**src/rtl/lpm_pkg.sv**
```systemverilog
`timescale 1ns/1ps
package lpm_pkg;
   localparam int MODE_W = 3;
   localparam int SUB_W  = 2;
   localparam int POL_W  = MODE_W + SUB_W;

   typedef enum logic [MODE_W-1:0] {
      PM_RUN     = 3'd0,
      PM_SLEEP   = 3'd1,
      PM_STOP    = 3'd2,
      PM_STANDBY = 3'd3,
      PM_OFF     = 3'd4
   } pm_mode_e;

   // highest legal sub-level of each mode (also its lowest-power setting)
   function automatic logic [SUB_W-1:0] top_sub(input pm_mode_e m);
      case (m)
         PM_RUN, PM_SLEEP, PM_STOP: top_sub = SUB_W'(2);
         PM_STANDBY:                top_sub = SUB_W'(1);
         default:                   top_sub = '0;
      endcase
   endfunction

   function automatic int ones64(input logic [63:0] v);
      int n;
      n = 0;
      for (int i = 0; i < 64; i++) n += int'(v[i]);
      return n;
   endfunction
endpackage

```
**src/rtl/lpm_policy_reg.sv**
```systemverilog
`timescale 1ns/1ps
module lpm_policy_reg
   import lpm_pkg::*;
(
   input  logic             clk,
   input  logic             rst_n,
   input  logic             we,
   input  logic [POL_W-1:0] wdata,
   output pm_mode_e         pol_mode,
   output logic [SUB_W-1:0] pol_sub,
   output logic             pol_err
);
   logic [MODE_W-1:0] raw_m;
   logic [SUB_W-1:0]  raw_s;
   pm_mode_e          fix_m;
   logic [SUB_W-1:0]  fix_s;
   logic              bad;

   assign raw_m = wdata[POL_W-1:SUB_W];
   assign raw_s = wdata[SUB_W-1:0];

   // clamp toward the nearest lower-power legal setting
   always_comb begin
      bad   = 1'b0;
      fix_m = PM_OFF;
      fix_s = '0;
      if (raw_m > MODE_W'(PM_OFF)) begin
         bad = 1'b1;
      end else begin
         fix_m = pm_mode_e'(raw_m);
         if (raw_s > top_sub(fix_m)) begin
            fix_s = top_sub(fix_m);
            bad   = 1'b1;
         end else begin
            fix_s = raw_s;
         end
      end
   end

   always_ff @(posedge clk or negedge rst_n) begin
      if (!rst_n) begin
         pol_mode <= PM_RUN;
         pol_sub  <= '0;
         pol_err  <= 1'b0;
      end else if (we) begin
         pol_mode <= fix_m;
         pol_sub  <= fix_s;
         pol_err  <= bad;
      end
   end

   AST_POL_HOLD: assert property (@(posedge clk) disable iff (!rst_n)
      !we |=> ($stable(pol_mode) && $stable(pol_sub) && $stable(pol_err)));
   AST_POL_LEGAL: assert property (@(posedge clk) disable iff (!rst_n)
      pol_sub <= top_sub(pol_mode));
endmodule

```
**src/rtl/lpm_req_sync.sv**
```systemverilog
`timescale 1ns/1ps
module lpm_req_sync #(
   parameter int STAGES = 2
) (
   input  logic clk,
   input  logic rst_n,
   input  logic async_in,
   output logic sync_out
);
   generate
      if (STAGES == 0) begin : g_bypass
         assign sync_out = async_in;
      end else begin : g_chain
         logic [STAGES-1:0] sh;
         always_ff @(posedge clk or negedge rst_n) begin
            if (!rst_n) begin
               sh <= '0;
            end else begin
               sh[0] <= async_in;
               for (int i = 1; i < STAGES; i++) sh[i] <= sh[i-1];
            end
         end
         assign sync_out = sh[STAGES-1];
      end
   endgenerate
endmodule

```
**src/rtl/lpm_mode_fsm.sv**
```systemverilog
`timescale 1ns/1ps
module lpm_mode_fsm
   import lpm_pkg::*;
(
   input  logic             clk,
   input  logic             rst_n,
   input  pm_mode_e         pol_mode,
   input  logic [SUB_W-1:0] pol_sub,
   input  logic             strobe,
   input  logic             irq,
   input  logic             off_wake,
   input  logic             boost_req,
   output pm_mode_e         mode_q,
   output logic [SUB_W-1:0] eff_sub,
   output logic             boost_q,
   output logic             bor_q
);
   pm_mode_e         mode_n;
   logic [SUB_W-1:0] sub_q, sub_n;
   logic             bor_n, boost_n;
   logic             lp_next;

   always_comb begin
      mode_n = mode_q;
      sub_n  = sub_q;
      bor_n  = bor_q;
      case (mode_q)
         PM_RUN: begin
            if (strobe && !irq && (pol_mode != PM_RUN)) begin
               mode_n = pol_mode;
               sub_n  = pol_sub;
            end
         end
         PM_SLEEP, PM_STOP, PM_STANDBY: begin
            if (irq) begin
               mode_n = PM_RUN;
               sub_n  = '0;
            end
         end
         default: begin
            if (off_wake) bor_n = 1'b1;
         end
      endcase
   end

   assign lp_next = (mode_n == PM_SLEEP) || (mode_n == PM_STOP) || (mode_n == PM_STANDBY);
   assign boost_n = boost_req && lp_next;

   always_ff @(posedge clk or negedge rst_n) begin
      if (!rst_n) begin
         mode_q  <= PM_RUN;
         sub_q   <= '0;
         bor_q   <= 1'b0;
         boost_q <= 1'b0;
      end else begin
         mode_q  <= mode_n;
         sub_q   <= sub_n;
         bor_q   <= bor_n;
         boost_q <= boost_n;
      end
   end

   // RUN follows the live policy sub-level when it names RUN or SLEEP
   always_comb begin
      if (mode_q == PM_RUN)
         eff_sub = ((pol_mode == PM_RUN) || (pol_mode == PM_SLEEP)) ? pol_sub : '0;
      else
         eff_sub = sub_q;
   end

   AST_IRQ_VETO: assert property (@(posedge clk) disable iff (!rst_n)
      (mode_q == PM_RUN && strobe && irq) |=> (mode_q == PM_RUN));
   AST_IRQ_WAKE: assert property (@(posedge clk) disable iff (!rst_n)
      ((mode_q inside {PM_SLEEP, PM_STOP, PM_STANDBY}) && irq) |=> (mode_q == PM_RUN));
   AST_OFF_STICKY: assert property (@(posedge clk) disable iff (!rst_n)
      (mode_q == PM_OFF) |=> (mode_q == PM_OFF));
   AST_BOR_HOLD: assert property (@(posedge clk) disable iff (!rst_n)
      bor_q |=> bor_q);
   AST_BOR_ONLY_OFF: assert property (@(posedge clk) disable iff (!rst_n)
      bor_q |-> (mode_q == PM_OFF));
   AST_BOOST_LP: assert property (@(posedge clk) disable iff (!rst_n)
      boost_q |-> (mode_q inside {PM_SLEEP, PM_STOP, PM_STANDBY}));
   AST_NO_SPURIOUS_WAKE: assert property (@(posedge clk) disable iff (!rst_n)
      (mode_q != PM_RUN && !irq) |=> (mode_q == $past(mode_q)));
endmodule

```
**src/rtl/lpm_out_map.sv**
```systemverilog
`timescale 1ns/1ps
module lpm_out_map
   import lpm_pkg::*;
#(
   parameter int                  N_PERIPH   = 8,
   parameter logic [N_PERIPH-1:0] TIMER_MASK = N_PERIPH'(3)
) (
   input  logic                clk,
   input  logic                rst_n,
   input  pm_mode_e            mode,
   input  logic [SUB_W-1:0]    sub,
   input  logic                boost,
   output logic                cpu_clk_en,
   output logic                hp_dom_en,
   output logic                lp_dom_en,
   output logic                core_reg_en,
   output logic                rtc_clk_en,
   output logic                fastosc_en,
   output logic                osc_gear_4m,
   output logic                main_clk_slow,
   output logic                periph_clk_slow,
   output logic [N_PERIPH-1:0] lp_clk_en
);
   logic feed_all, feed_tim;
   logic base_osc, base_gear, base_mslow, base_pslow, base_all;

   assign cpu_clk_en  = (mode == PM_RUN);
   assign hp_dom_en   = (mode == PM_RUN) || (mode == PM_SLEEP);
   assign lp_dom_en   = (mode != PM_OFF);
   assign core_reg_en = (mode != PM_OFF);
   assign rtc_clk_en  = (mode != PM_OFF);

   always_comb begin
      base_osc   = 1'b0;
      base_gear  = 1'b0;
      base_mslow = 1'b0;
      base_pslow = 1'b0;
      base_all   = 1'b0;
      feed_tim   = 1'b0;
      case (mode)
         PM_RUN, PM_SLEEP: begin
            base_osc   = (sub != SUB_W'(2));
            base_mslow = (sub != '0);
            base_pslow = (sub != '0);
            base_all   = 1'b1;
         end
         PM_STOP: begin
            base_osc   = (sub != SUB_W'(2));
            base_gear  = (sub == SUB_W'(1));
            base_pslow = (sub == SUB_W'(2));
            base_all   = 1'b1;
         end
         PM_STANDBY: begin
            base_pslow = 1'b1;
            base_all   = (sub == '0);
            feed_tim   = 1'b1;
         end
         default: ;
      endcase
   end

   // a served fast-clock request lifts every limit of the low-power mode
   assign fastosc_en      = boost ? 1'b1 : base_osc;
   assign osc_gear_4m     = boost ? 1'b0 : base_gear;
   assign main_clk_slow   = boost ? 1'b0 : base_mslow;
   assign periph_clk_slow = boost ? 1'b0 : base_pslow;
   assign feed_all        = boost | base_all;

   generate
      for (genvar g = 0; g < N_PERIPH; g++) begin : g_pclk
         if (TIMER_MASK[g]) begin : g_tim
            assign lp_clk_en[g] = feed_all | feed_tim;
         end else begin : g_plain
            assign lp_clk_en[g] = feed_all;
         end
      end
   endgenerate

   AST_CPU_NEEDS_HP: assert property (@(posedge clk) disable iff (!rst_n)
      cpu_clk_en |-> hp_dom_en);
   AST_HP_NEEDS_LP: assert property (@(posedge clk) disable iff (!rst_n)
      hp_dom_en |-> (lp_dom_en && core_reg_en));
   AST_GEAR_NEEDS_OSC: assert property (@(posedge clk) disable iff (!rst_n)
      osc_gear_4m |-> fastosc_en);
endmodule

```
**src/rtl/lpm_seq_ctrl.sv**
```systemverilog
`timescale 1ns/1ps
module lpm_seq_ctrl
   import lpm_pkg::*;
#(
   parameter int                  SYNC_STAGES = 2,
   parameter int                  N_PERIPH    = 8,
   parameter logic [N_PERIPH-1:0] TIMER_MASK  = N_PERIPH'(3)
) (
   input  logic                clk,
   input  logic                rst_n,
   input  logic                pol_we,
   input  logic [POL_W-1:0]    pol_wdata,
   input  logic                wfi,
   input  logic                wfe,
   input  logic                irq,
   input  logic                io_wake,
   input  logic                dbg_wake,
   input  logic                fclk_req,
   output logic [MODE_W-1:0]   mode_o,
   output logic                pol_err,
   output logic                cpu_clk_en,
   output logic                hp_dom_en,
   output logic                lp_dom_en,
   output logic                core_reg_en,
   output logic                rtc_clk_en,
   output logic                fastosc_en,
   output logic                osc_gear_4m,
   output logic                main_clk_slow,
   output logic                periph_clk_slow,
   output logic [N_PERIPH-1:0] lp_clk_en,
   output logic                boost_o,
   output logic                bor_req
);
   generate
      if (SYNC_STAGES < 0 || SYNC_STAGES > 4) begin : g_bad_sync
         $error("SYNC_STAGES must be within 0..4");
      end
      if (N_PERIPH < 2 || N_PERIPH > 64) begin : g_bad_np
         $error("N_PERIPH must be within 2..64");
      end
      if (ones64(64'(TIMER_MASK)) != 2) begin : g_bad_mask
         $error("TIMER_MASK must select exactly two timers");
      end
   endgenerate

   pm_mode_e         pol_mode, mode_q;
   logic [SUB_W-1:0] pol_sub, eff_sub;
   logic             req_s;

   lpm_policy_reg u_pol (
      .clk      (clk),
      .rst_n    (rst_n),
      .we       (pol_we),
      .wdata    (pol_wdata),
      .pol_mode (pol_mode),
      .pol_sub  (pol_sub),
      .pol_err  (pol_err)
   );

   lpm_req_sync #(.STAGES(SYNC_STAGES)) u_sync (
      .clk      (clk),
      .rst_n    (rst_n),
      .async_in (fclk_req),
      .sync_out (req_s)
   );

   lpm_mode_fsm u_fsm (
      .clk       (clk),
      .rst_n     (rst_n),
      .pol_mode  (pol_mode),
      .pol_sub   (pol_sub),
      .strobe    (wfi | wfe),
      .irq       (irq),
      .off_wake  (io_wake | dbg_wake),
      .boost_req (req_s),
      .mode_q    (mode_q),
      .eff_sub   (eff_sub),
      .boost_q   (boost_o),
      .bor_q     (bor_req)
   );

   lpm_out_map #(.N_PERIPH(N_PERIPH), .TIMER_MASK(TIMER_MASK)) u_map (
      .clk             (clk),
      .rst_n           (rst_n),
      .mode            (mode_q),
      .sub             (eff_sub),
      .boost           (boost_o),
      .cpu_clk_en      (cpu_clk_en),
      .hp_dom_en       (hp_dom_en),
      .lp_dom_en       (lp_dom_en),
      .core_reg_en     (core_reg_en),
      .rtc_clk_en      (rtc_clk_en),
      .fastosc_en      (fastosc_en),
      .osc_gear_4m     (osc_gear_4m),
      .main_clk_slow   (main_clk_slow),
      .periph_clk_slow (periph_clk_slow),
      .lp_clk_en       (lp_clk_en)
   );

   assign mode_o = mode_q;
endmodule

```
**config.mk**
```make
export PLATFORM = sky130hd
export DESIGN_NAME = lpm_seq_ctrl
export DESIGN_NICKNAME = d
export VERILOG_FILES = /design/src/rtl/lpm_pkg.sv /design/src/rtl/lpm_policy_reg.sv /design/src/rtl/lpm_req_sync.sv /design/src/rtl/lpm_mode_fsm.sv /design/src/rtl/lpm_out_map.sv /design/src/rtl/lpm_seq_ctrl.sv
export SDC_FILE = /design/constraint.sdc
export NUM_CORES = 1
export LEC_CHECK = 0
export BUFFER_PORTS_ARGS = -buffer_cell sky130_fd_sc_hd__buf_2
export CORE_UTILIZATION = 50
export DETAILED_ROUTE_END_ITERATION = 8
export PLACE_DENSITY = 0.82
export RECOVER_POWER = 25
export SETUP_SLACK_MARGIN = 0.4
export SKIP_CTS_REPAIR_TIMING = 1
export SLEW_MARGIN = 20
export SYNTH_ARGS = -nofsm -noshare
export SYNTH_HDL_FRONTEND = slang
export SYNTH_SLANG_ARGS = --single-unit
```
**constraint.sdc**
```tcl
create_clock -name clk -period 3 [get_ports clk]
set_input_delay 0.45 -clock clk [delete_from_list [all_inputs] [get_ports clk]]
set_output_delay 0.45 -clock clk [all_outputs]
set_load 0.05 [all_outputs]
```
# After elaboration in Yosys (flattened, before gate mapping)
# Cells that the tools add are included.
[classes] bitwise_logic=5 magnitude_cmp=2 n_addsub=0 n_eq_ne=16 div=0 reduce_logical=22 shifts=0 mux=25 mul=0
[ops] operator="== test 3 x 2 -> 1 bit (second input constant)" n=6
[ops] operator="2-to-1 mux 2 bit" n=7
[ops] operator="== test 3 x 1 -> 1 bit (second input constant)" n=4
[ops] operator="2-to-1 mux 1 bit" n=10
[ops] operator="zero test 3 bit" n=3
[ops] operator="2-to-1 mux 3 bit" n=3
[ops] operator="OR reduction 3 bit" n=3
[ops] operator="one-hot mux 2 bit (2 select lines)" n=2
[ops] operator="one-hot mux 3 bit (2 select lines)" n=1
[ops] operator="logical OR 1 bit" n=4
[ops] operator="inequality test 2 bit (second input constant)" n=2
[ops] operator="OR 1 bit" n=4
[ops] operator="nonzero test 2 bit" n=2
[ops] operator="OR reduction 4 bit" n=1
[ops] operator="> comparator 3 bit (second input constant)" n=1
[ops] operator="logical AND 1 bit" n=3
[ops] operator="inequality test 3 bit (second input constant)" n=1
[ops] operator="one-hot mux 1 bit (3 select lines)" n=1
[ops] operator="AND reduction 3 bit" n=1
[ops] operator="nonzero test 3 bit" n=1
[ops] operator="== test 2 x 1 -> 1 bit (second input constant)" n=1
[ops] operator="== test 2 bit (second input constant)" n=1
[ops] operator="> comparator 2 bit" n=1
[ops] operator="zero test 2 bit" n=1
[ops] operator="other kinds (6)" n=6
[totals] mem_bits_ro=0 mem_count=0 ram_bits=0 wordCells=78 register_bits=15 latch_bits=0 inputBits=14

# Longest topological paths before layout
[depth] depth_word=9 mapped_depth=6 mapped_depth_nobuf=6

# Hierarchy
# A second synthesis with hierarchy kept.
[hier_totals] hier_cells=101 hier_area_um2=955.9
[modules_own_cells] mod="lpm_mode_fsm" instances=1 area_per_inst_um2=367.9 cells_each=38 seq_area_each_um2=175.2
[modules_own_cells] mod="lpm_policy_reg" instances=1 area_per_inst_um2=357.8 cells_each=34 seq_area_each_um2=150.1
[modules_own_cells] mod="lpm_out_map" instances=1 area_per_inst_um2=167.7 cells_each=25 seq_area_each_um2=0.0
[modules_own_cells] mod="lpm_req_sync" instances=1 area_per_inst_um2=50.0 cells_each=2 seq_area_each_um2=50.0
[modules_own_cells] mod="lpm_seq_ctrl" instances=1 area_per_inst_um2=12.5 cells_each=2 seq_area_each_um2=0.0

# Worst setup path before layout
# Ideal clock, no wire load.
[synth_path] kind="flip-flop to output port" start="register u_fsm.mode_q[1]" end="output port osc_gear_4m" arrival_ns=2.262 setup_slack_ns=0.288 path_buffers=1 required_ns=2.550 stages_incl_launch_ff=4 cell_sequence="dfrtp_1 > buf_6 > or4bb_1 > nor3_1"
[synth_between] elab_chain_cells=5 word_cells_on_any_way=6 classes_between="eq/ne: 2; mux: 3; reduce/logical: 1"
[synth_lines] element="start: declaration" line="lpm_mode_fsm.sv:13" text="output pm_mode_e mode_q,"
[synth_lines] element="start signal: assignment" line="lpm_mode_fsm.sv:56" text="mode_q <= mode_n;"
[synth_lines] element="zero test 3 bit" line="lpm_mode_fsm.sv:65" text="if (mode_q == PM_RUN)"
[synth_lines] element="2-to-1 mux 2 bit" line="lpm_mode_fsm.sv:65"
[synth_lines] element="== test 2 x 1 -> 1 bit" line="lpm_out_map.sv:49" text="base_gear = (sub == SUB_W'(1));"
[synth_lines] element="2-to-1 mux 1 bit *" line="lpm_out_map.sv:40" text="case (mode)"
[synth_lines] element="2-to-1 mux 1 bit *" line="lpm_out_map.sv:64" text="assign osc_gear_4m = boost ? 1'b0 : base_gear;"
[synth_lines] element="end: declaration" line="lpm_seq_ctrl.sv:27" text="output logic osc_gear_4m,"
# Mark *: on every way between the ends. The rest lies on a longest branch, timed or not.

# Worst setup path after layout
[layout_path] start="register u_fsm.mode_q[2]" end="output port periph_clk_slow"
[layout_between] elab_chain_cells=5 word_cells_on_any_way=10 classes_between="eq/ne: 4; mux: 3; reduce/logical: 3"
[layout_lines] element="zero test 3 bit" line="lpm_mode_fsm.sv:65, lpm_out_map.sv:40"
[layout_lines] element="2-to-1 mux 2 bit" line="lpm_mode_fsm.sv:65"
[layout_lines] element="== test 2 bit or nonzero test 2 bit (tied branches)" line="lpm_out_map.sv:50, lpm_out_map.sv:44"
[layout_lines] element="one-hot mux 1 bit (3 select lines) *" line="lpm_out_map.sv:40"
[layout_lines] element="2-to-1 mux 1 bit *" line="lpm_out_map.sv:66" text="assign periph_clk_slow = boost ? 1'b0 : base_pslow;"
[layout_lines] element="end: declaration" line="lpm_seq_ctrl.sv:29" text="output logic periph_clk_slow,"
# Marked as above.

==> out/qor_table.md <==
| Quantity | This run |
|:---|:---|
| Final-report hold violation count | 0 |
| Number of placement rows | 15 |
| Top Ports | 37 |
| Via count | 766 |
| Sink count of the clock tree | 15 |
| Iteration count of the initial detailed-routing pass | 4 |
| Drc violations | 0 |
| Sum of negative setup slack | 0 ns |
| Max-capacitance violation count | 0 |
| Max VDD drop | 0.6708 mV |
| Commonest cells post-synth | 15 x sky130_fd_sc_hd__dfrtp_1, 9 x sky130_fd_sc_hd__buf_4, 8 x sky130_fd_sc_hd__o21ai_0 |
| Via count of the first global-routing pass | 646 |
| Relative area change from synthesis to final layout | 16.69% |
| Number of flops mapped to enable cells by yosys | 0 |
| Clock latency of the later-clocked register in the worst-skew pair | 0.27 ns |
| Net count of the mapped netlist | 112 |
| Critical R2R Launch | u_fsm.mode_q[1]$_DFF_PN0_ |
| Count of inserted antenna diode cells | 0 |
| Number of input and output port buffers inserted | 36 |
| Filler Cell Count | 166 |
| GR Overflow Total | 0 |
| Max-slew headroom | 48.11% |
| Clock-pin slew reported for the worst setup and hold paths after clock tree synthesis | 0.09 ns |
| Post-DP HPWL | 1436 um |
| Fraction of the cycle the final worst path needs | 80.74% |
| Capture point of the critical path | periph_clk_slow |
| CTS root buffer | sky130_fd_sc_hd__clkbuf_4 |
| R2R Path End | u_fsm.sub_q[0]$_DFFE_PN0P_ |
| Number of buffers added by the clock tree synthesis step | 3 |
| Layout Nets | 141 |
| Final total power | 1.217 mW |
| Final Max Slew Viols | 0 |
| Antenna violations before repair | 0 |
| Drt total wl | 1745 um |
| Weighted congestion reported at the end of routability-driven placement | 0.7748 |
| Data required time at the worst endpoint | 2.55 ns |
| Vias/cell | 5.176 |
| Startpoint of the most critical setup path | u_fsm.mode_q[2]$_DFF_PN0_ |
| Arrival time at the worst endpoint | 1.97 ns |
| Wire length of the first global-routing pass | 2697 um |
| Total of warnings raised by yosys | 0 |
| Overall routing resource usage | 19.07% |
| Outcome | completed |
| Cell type contributing the most total cell area after synthesis | sky130_fd_sc_hd__dfrtp_1 |
| Power density over the cells | 1122 nW/um^2 |
| Core Region | 1727 um^2 |
| Worst Hold Margin | 0.2195 ns |
| Transition time of the tightest slew-check pin | 0.7784 ns |
| Syn Inst Count | 95 |
| Initial Util | 53.84% |
| Period minus WS final | 2.422 ns |
| Startpoint type of the worst setup path | flip-flop |
| Capturing element type of the critical path | output pin |
| Setup repair after global routing missed its margin | no |
| Drt initial violations | 7 |
| Leakage power of the design | 0.5790 nW |
| Top-count cell post-synth | sky130_fd_sc_hd__dfrtp_1 |
| Primary FF master, synth | sky130_fd_sc_hd__dfrtp_1 |
| Antenna Nets Post-Route | 0 |
| Sequential cell area fraction in the yosys report | 40.38% |
| Fraction of synthesized cell area taken by the top area cell type | 40.38% |
| CTS Buffer Depth | 2 |
| Pin count of the biggest net entering global routing | 16 |
| Highest achievable clock rate | 412.9 MHz |
| Post-synthesis cell area | 929.6 um^2 |
| Path category of the worst min-delay check | primary input to asynchronous set/reset pin |
| Post-detailed-route wirelength per cell | 11.79 um |
| Final setup fails | 0 |
| TritonCTS clock tree | yes |
| Fraction of layout cells with a size suffix above 1 | 39.84% |
| Logic depth of the worst register-to-register path | 4 |
| Post-Syn Area per Cell | 9.786 um^2 |
| Largest driver fanout on the critical path | 13 |
| Worst Path Class, Setup | flip-flop to output pin |
| Vert. Die Dim | 45.12 um |
| Die outline width | 45.12 um |
| DIE AREA | 2036 um^2 |
| R2R Setup Slk | 1.26 ns |
| Number of distinct library cell variants in the gate-level netlist after synthesis | 34 |
| Worst Skew | 0.004714 ns |
| Share of async-settable or async-resettable flops after synthesis | 100.0% |
| Flip-flop and latch count after synthesis | 15 |
| H-tree level count | 1 |
| Ranking of synthesized cells by area | sky130_fd_sc_hd__dfrtp_1 40%, sky130_fd_sc_hd__buf_4 7.3%, sky130_fd_sc_hd__o21ai_0 4.3% |
## cell families after synthesis
family | synth area share, %
AO/OA/AOI/OAI | 16.96
adder cells (fa/ha/maj) | 4.038
buffers and inverters | 12.11
flip-flops | 40.38
multiplexers | 4.441
AND/OR/NAND/NOR | 22.07
## critical path, stage by stage (launching register included)
cell	delay [ns]
sky130_fd_sc_hd__dfrtp_1	0.53
sky130_fd_sc_hd__or2_2	0.34
sky130_fd_sc_hd__a21oi_1	0.16
sky130_fd_sc_hd__o21ai_0	0.15
sky130_fd_sc_hd__o31a_1	0.32
sky130_fd_sc_hd__buf_2	0.21
## area by class of cell
type | count | area [um^2] | area share (%)
multi-input cells | 61 | 446.7 | 41.18
repair buffers | 36 | 178.9 | 16.49
well taps | 25 | 31.28 | 2.884
flip-flops and latches | 15 | 375.4 | 34.60
clock buffers | 4 | 26.28 | 2.422
inverters | 7 | 26.28 | 2.422
## worst min-delay path by stage
stage                                   startpoint                        endpoint  slack (ns)
detailed placement  u_sync.g_chain.sh[0]$_DFF_PN0_  u_sync.g_chain.sh[1]$_DFF_PN0_        0.36
global route                                 rst_n  u_sync.g_chain.sh[1]$_DFF_PN0_        0.28
floorplan                                    rst_n         u_fsm.boost_q$_DFF_PN0_        0.15
global placement    u_sync.g_chain.sh[0]$_DFF_PN0_  u_sync.g_chain.sh[1]$_DFF_PN0_        0.33
finish                                       rst_n         u_fsm.bor_q$_DFFE_PN0P_        0.22
CTS                                          rst_n  u_sync.g_chain.sh[1]$_DFF_PN0_        0.07
## routing by layer
layer	part of all wire [%]	wire (um)	up-vias	track usage [%]
li1	-	-	374	-
met1	41	724	366	21.54
met2	54	943	24	34.20
met3	3.3	57	2	1.600
met4	1.1	19	0	12.12
met5	0	0	-	0
## stage by stage
stage / instance area (um^2) / cells / utilization [%] / setup WS, ns
6_report: 1085 / 148 / 62.83 / 0.5778
5_1_grt: 1085 / 148 / 62.83 / 0.4521
4_1_cts: 1086 / 148 / 62.90 / 0.5524
3_5_place_dp: 1060 / 144 / 61.38 / 0.8682
3_3_place_gp: 1060 / 144 / 61.38 / 0.9840
2_1_floorplan: 934.6 / 95 / - / 0.4562
## report_power, final
part	leakage, nW	switching, mW	internal [mW]
logic	0.380	0.611	0.181
clock network	0.0150	0.0596	0.0515
registers	0.184	0.0744	0.240
## placed cells by master, fill, tap and decap left out, types with 2 or more instances in the layout
master	n
sky130_fd_sc_hd__mux2i_1	3
sky130_fd_sc_hd__nor2_1	7
sky130_fd_sc_hd__inv_1	7
sky130_fd_sc_hd__clkbuf_4	3
sky130_fd_sc_hd__nand2b_1	3
sky130_fd_sc_hd__or2_2	2
sky130_fd_sc_hd__nand2_1	5
sky130_fd_sc_hd__a22o_2	2
sky130_fd_sc_hd__buf_2	35
sky130_fd_sc_hd__o21bai_1	2
sky130_fd_sc_hd__a21oi_1	3
sky130_fd_sc_hd__nand3b_1	2
sky130_fd_sc_hd__dfrtp_1	15
sky130_fd_sc_hd__o21ai_0	8
sky130_fd_sc_hd__ha_1	3
sky130_fd_sc_hd__clkbuf_1	2
sky130_fd_sc_hd__nor2b_1	2
sky130_fd_sc_hd__o211a_1	2
## state kept, by name (all words and copies together) (netlist names)
register and count:
u_fsm.boost_q 1, u_fsm.bor_q 1, u_fsm.mode_q 3, u_fsm.sub_q 2, u_pol.pol_err 1, u_pol.pol_mode 3, u_pol.pol_sub 2, u_sync.g_chain.sh 2
Power figures use the tool's default switching activity.
